===== config.mk =====
export PLATFORM = sky130hd
export DESIGN_NAME = paged_addr_decoder
export DESIGN_NICKNAME = d
export VERILOG_FILES = /design/src/rtl/paged_addr_pkg.sv /design/src/rtl/region_classifier.sv /design/src/rtl/page_select_reg.sv /design/src/rtl/flash_addr_former.sv /design/src/rtl/paged_addr_decoder.sv
export SDC_FILE = /design/constraint.sdc
export NUM_CORES = 1
export LEC_CHECK = 0
export ABC_AREA = 1
export BUFFER_PORTS_ARGS = -buffer_cell sky130_fd_sc_hd__buf_2
export CELL_PAD_IN_SITES_DETAIL_PLACEMENT = 1
export CELL_PAD_IN_SITES_GLOBAL_PLACEMENT = 2
export CORE_UTILIZATION = 16
export CTS_BUF_LIST = sky130_fd_sc_hd__clkbuf_16
export CTS_CLUSTER_SIZE = 20
export DETAILED_ROUTE_END_ITERATION = 10
export PLACE_DENSITY = 0.9
export SETUP_SLACK_MARGIN = 0.1
export SLEW_MARGIN = 20
export SYNTH_ARGS = -nofsm -noshare
export SYNTH_HDL_FRONTEND = slang
export SYNTH_SLANG_ARGS = --single-unit

===== constraint.sdc =====
create_clock -name clk -period 3.5 [get_ports clk]
set_input_delay 0.7 -clock clk [delete_from_list [all_inputs] [get_ports clk]]
set_output_delay 0.7 -clock clk [all_outputs]
set_load 0.05 [all_outputs]

===== src/rtl/paged_addr_pkg.sv =====
package paged_addr_pkg;
  localparam int ADDR_W = 16;
  localparam int PAGE_W = 3;
  localparam int WIN_W  = 14;
  localparam int FADDR_W = PAGE_W + WIN_W;

  typedef enum logic [2:0] {
    TGT_NONE    = 3'd0,
    TGT_IO_LO   = 3'd1,
    TGT_RAM     = 3'd2,
    TGT_IO_HI   = 3'd3,
    TGT_EEPROM  = 3'd4,
    TGT_FLASH   = 3'd5,
    TGT_PAGEREG = 3'd6
  } target_e;

  localparam logic [ADDR_W-1:0] IO_LO_LAST  = 16'h007F;
  localparam logic [ADDR_W-1:0] RAM_LAST    = 16'h17FF;
  localparam logic [ADDR_W-1:0] IO_HI_LAST  = 16'h18FF;
  localparam logic [ADDR_W-1:0] EE_LAST     = 16'h20FF;
  localparam logic [ADDR_W-1:0] FLASH0_BASE = 16'h2800;
  localparam logic [1:0] QUAD_LOW    = 2'b00;
  localparam logic [1:0] QUAD_FIXED1 = 2'b01;
  localparam logic [1:0] QUAD_WINDOW = 2'b10;
  localparam logic [1:0] QUAD_FIXED3 = 2'b11;
  localparam logic [PAGE_W-1:0] PAGE_FIXED0 = 3'd0;
  localparam logic [PAGE_W-1:0] PAGE_FIXED1 = 3'd1;
  localparam logic [PAGE_W-1:0] PAGE_FIXED3 = 3'd3;
endpackage


===== src/rtl/region_classifier.sv =====
module region_classifier
  import paged_addr_pkg::*;
#(
  parameter logic [ADDR_W-1:0] PAGE_REG_ADDR = 16'h0070
) (
  input  logic [ADDR_W-1:0] addr,
  output target_e           target,
  output logic [1:0]        quad
);
  assign quad = addr[ADDR_W-1 -: 2];

  always_comb begin
    if (addr == PAGE_REG_ADDR)          target = TGT_PAGEREG;
    else if (addr <= IO_LO_LAST)        target = TGT_IO_LO;
    else if (addr <= RAM_LAST)          target = TGT_RAM;
    else if (addr <= IO_HI_LAST)        target = TGT_IO_HI;
    else if (addr <= EE_LAST)           target = TGT_EEPROM;
    else if (addr >= FLASH0_BASE)       target = TGT_FLASH;
    else                                target = TGT_NONE;
  end
endmodule


===== src/rtl/page_select_reg.sv =====
module page_select_reg
  import paged_addr_pkg::*;
#(
  parameter logic [PAGE_W-1:0] RESET_PAGE = 3'd2
) (
  input  logic              clk,
  input  logic              rst_n,
  input  logic              wr_en,
  input  logic [PAGE_W-1:0] wdata,
  output logic [PAGE_W-1:0] page
);
  always_ff @(posedge clk or negedge rst_n) begin
    if (!rst_n)     page <= RESET_PAGE;
    else if (wr_en) page <= wdata;
  end
endmodule


===== src/rtl/flash_addr_former.sv =====
module flash_addr_former
  import paged_addr_pkg::*;
(
  input  logic              is_flash,
  input  logic [1:0]        quad,
  input  logic [WIN_W-1:0]  offset,
  input  logic [PAGE_W-1:0] bank_page,
  output logic [FADDR_W-1:0] faddr
);
  logic [PAGE_W-1:0] eff_page;

  always_comb begin
    unique case (quad)
      QUAD_LOW:    eff_page = PAGE_FIXED0;
      QUAD_FIXED1: eff_page = PAGE_FIXED1;
      QUAD_WINDOW: eff_page = bank_page;
      QUAD_FIXED3: eff_page = PAGE_FIXED3;
      default:     eff_page = PAGE_FIXED0;
    endcase
  end

  assign faddr = is_flash ? {eff_page, offset} : '0;
endmodule


===== src/rtl/paged_addr_decoder.sv =====
module paged_addr_decoder
  import paged_addr_pkg::*;
#(
  parameter logic [ADDR_W-1:0] PAGE_REG_ADDR = 16'h0070,
  parameter logic [PAGE_W-1:0] RESET_PAGE    = 3'd2
) (
  input  logic               clk,
  input  logic               rst_n,
  input  logic [ADDR_W-1:0]  cpu_addr,
  input  logic               cpu_wr,
  input  logic [PAGE_W-1:0]  cpu_wdata,
  output logic               sel_io_lo,
  output logic               sel_ram,
  output logic               sel_io_hi,
  output logic               sel_eeprom,
  output logic               sel_flash,
  output logic               sel_page_reg,
  output logic               illegal,
  output logic [FADDR_W-1:0] flash_addr,
  output logic [PAGE_W-1:0]  rd_data
);
  target_e           target;
  logic [1:0]        quad;
  logic [PAGE_W-1:0] page_q;

  region_classifier #(.PAGE_REG_ADDR(PAGE_REG_ADDR)) u_cls (
    .addr   (cpu_addr),
    .target (target),
    .quad   (quad)
  );

  page_select_reg #(.RESET_PAGE(RESET_PAGE)) u_page (
    .clk   (clk),
    .rst_n (rst_n),
    .wr_en (cpu_wr && (target == TGT_PAGEREG)),
    .wdata (cpu_wdata),
    .page  (page_q)
  );

  flash_addr_former u_fa (
    .is_flash  (target == TGT_FLASH),
    .quad      (quad),
    .offset    (cpu_addr[WIN_W-1:0]),
    .bank_page (page_q),
    .faddr     (flash_addr)
  );

  assign sel_io_lo    = (target == TGT_IO_LO);
  assign sel_ram      = (target == TGT_RAM);
  assign sel_io_hi    = (target == TGT_IO_HI);
  assign sel_eeprom   = (target == TGT_EEPROM);
  assign sel_flash    = (target == TGT_FLASH);
  assign sel_page_reg = (target == TGT_PAGEREG);
  assign illegal      = (target == TGT_NONE);
  assign rd_data      = sel_page_reg ? page_q : '0;
endmodule


==> impl_metrics.env <==
export IMPL_seqPwrFrac_pct=10.4
export IMPL_numCtsBuffers=3
export IMPL_hold_violations=0
export IMPL_netlist_area_um2=527
export IMPL_max_cap_violations=0
export IMPL_drive_gt1_share_pct=41.3
export IMPL_grt_pass1_vias=739
export IMPL_place_area_um2=817
export IMPL_cp_start_kind="input port"
export IMPL_met2_length_um=942
export IMPL_core_mm2=0.00308
export IMPL_drt_initial_drc_count=10
export IMPL_worstMarginPinSlew_ns=0.250
export IMPL_die_w_um=59.4
export IMPL_power_density_mw_per_mm2=376
export IMPL_n_fill_cell=421
export IMPL_grt_pass1_wl_mm=3.10
export IMPL_irDropWorstVdd_mv=0.196
export IMPL_num_antenna_cells=0
export IMPL_remaining_drc_errors=0
export IMPL_drt_vias_per_instance=3.96
export IMPL_cts_resized=0
export IMPL_period_needed_ns=2.60
export IMPL_end_kind="output port"
export IMPL_globalplace_congestion=0.763
export IMPL_status="complete, no violations"
export IMPL_clock_latency_ns=0.22
export IMPL_synth_area_leader_cell="inv_1"
export IMPL_reg2reg_from="u_page.page[1]"
export IMPL_synth_edff_count=0
export IMPL_fin_ws_ns=0.897
export IMPL_max_freq_ghz=0.384
export IMPL_cp_cell_sequence="buf_2, nor2_4, nand3_2, nand2_4, nand2_1, inv_1, nor2_1, nor2_2, buf_2"
export IMPL_cp_max_fo=18
export IMPL_ys_top_cells_by_area="inv_1 21%, nor2_1 19%, dfrtp_1 9.5%"
export IMPL_first_pass_iters=3
export IMPL_grt_usage_pct=11.7
export IMPL_synth_top_area_share_pct=20.7
export IMPL_synthTopCellsByCount="29 x inv_1, 26 x nor2_1, 12 x nand2_1"
export IMPL_io_pins=49
export IMPL_clkPwrFrac_pct=53.3
export IMPL_p_int_uw=212
export IMPL_ff_latch_area_um2=76.3
export IMPL_dp_slack_ns=0.863
export IMPL_crit_family="simple AND/OR/NAND/NOR gates"
export IMPL_switching_power_uw=125
export IMPL_htree_levels=1
export IMPL_p_leak_nw=0.586
export IMPL_regMostFlops="u_page.page"
export IMPL_wirelength_mm=1.89
export IMPL_synthArstFlopShare_pct=100
export IMPL_maxSlewHeadroom_pct=83.3
export IMPL_cpMaxStageDelayCell="buf_2"
export IMPL_synth_nets=121
export IMPL_fin_hold_ws_ns=0.266
export IMPL_post_cts_buffers=0
export IMPL_cts_root_buf="clkbuf_16"
export IMPL_final_antenna_net_count=0
export IMPL_path_clk_slew_ns=0.03
export IMPL_synth_most_common_cell="inv_1"
export IMPL_met1Wirelength_um=790
export IMPL_required_ns=2.80
export IMPL_seq_area_frac_synth_pct=14.5
export IMPL_swShare_pct=37.2
export IMPL_drv_slew=0
export IMPL_grt_setup_unrepaired="no"
export IMPL_critPathBufInv=3
export IMPL_critPathLaunch="cpu_addr[15]"
export IMPL_cts_sinks=3
export IMPL_hold_buffers=0
export IMPL_cts_buffer_depth=2
export IMPL_multi_input_area_um2=337
export IMPL_worst_path_most_repeated_cell="buf_2"
export IMPL_grt_max_degree=19
export IMPL_synth_cell_types=17
export IMPL_final_setup_tns_ns=0
export IMPL_grt_overflow_total=0
export IMPL_critPathKind="input port to output port"
export IMPL_critPathMaxStageDelay_ns=0.26
export IMPL_synth_area_per_cell_um2=5.32
export IMPL_rows=20
export IMPL_final_area_um2=896
export IMPL_syn_to_final_growth_pct=70.1
export IMPL_top_regs="u_page.page x3"
export IMPL_hpwlAfterDp_mm=1.64
export IMPL_setup_violations=0
export IMPL_largest_reg_flops=3
export IMPL_fin_nets=173
export IMPL_num_vias=768
export IMPL_die_area_mm2=0.00353
export IMPL_finalCritPeriodShare_pct=74.4
export IMPL_netlist_instances=99
export IMPL_antenna_found_initial=0
export IMPL_finalClockSkew_ns=0
export IMPL_power_share_combinational_pct=36.3
export IMPL_ys_ff_latch=3
export IMPL_yosys_warnings=0
export IMPL_port_buffers=48
export IMPL_cts_tree="built"
export IMPL_top_layer="met4"
export IMPL_ys_flop_type="dfrtp_1"
export IMPL_dr_wl_met3_um=146
export IMPL_power_uw=337
export IMPL_wl_per_cell_um=9.75
export IMPL_cp_data_arrival_time_ns=1.90
export IMPL_die_h_um=59.4
export IMPL_min_path_type="input port to asynchronous set/reset pin"
export IMPL_initial_core_util_pct=17.1
layer usage:
layer  up-vias  GRT usage, %
met2        30          21.2
met4         0          3.06
li1        395             -
met3         2          3.28
met5         -             0
met1       341          13.3
cell usage in the layout, fill, tap and decap left out, drive strengths merged:
master  Yosys  final
nand2      15     15
dfrtp       2      2
o21ai       1      1
clkbuf      0      3
buf         1     48
a21oi       6      6
nand3       9      9
inv        29     30
nor3        3      3
nand4       2      2
dfstp       1      1
nor2       30     30
worst register-to-register path, cell delays in order (launching register included):
cell and delay (ns):
dfstp_2 0.51, inv_1 0.06, a21oi_1 0.13
metrics by stage:
stage	util [%]	cells
6_report	29.1	194
4_1_cts	29.1	194
5_1_grt	29.1	194
2_1_floorplan	-	99
3_5_place_dp	26.5	190
3_3_place_gp	26.5	190
area by class of cell:
cell class	instances	share of cell area (%)
Clock inverter	1	0.419
Tap cell	44	6.15
Sequential cell	3	8.52
Inverter	29	12.2
Timing Repair Buffer	48	26.8
Multi-Input combinational cell	66	37.6
Clock buffer	3	8.38
path summary, 6_finish.rpt:
check / to / slack, ns / cells past startpoint
worst min register to register: u_page.page[1] / 0.52 / 2
worst min-delay path: u_page.page[2] / 0.27 / 1
worst max-delay path: sel_io_lo / 0.90 / 9
max in group asynchronous: u_page.page[1] / 3.04 / 1
worst max register to register: u_page.page[1] / 2.73 / 2
min in group clk: u_page.page[1] / 0.52 / 2
power by group through the flow:
stage | clock network (mW) | registers [mW] | logic (mW)
finish | 0.180 | 0.0350 | 0.122
global route | 0.186 | 0.0350 | 0.131
floorplan | 0 | 0.0354 | 0.0874
detailed placement | 0 | 0.0353 | 0.123
global placement | 0 | 0.0353 | 0.122
CTS | 0.182 | 0.0350 | 0.124
cell families (layout without fill, tap and decap cells):
group,Yosys count,count (layout),share of synthesized area [%]
simple gates,59,59,57.2
buf+inv,30,81,21.6
compound gates,7,7,6.65
flops,3,3,14.5
No activity file was read; power rests on OpenSTA's default activity.
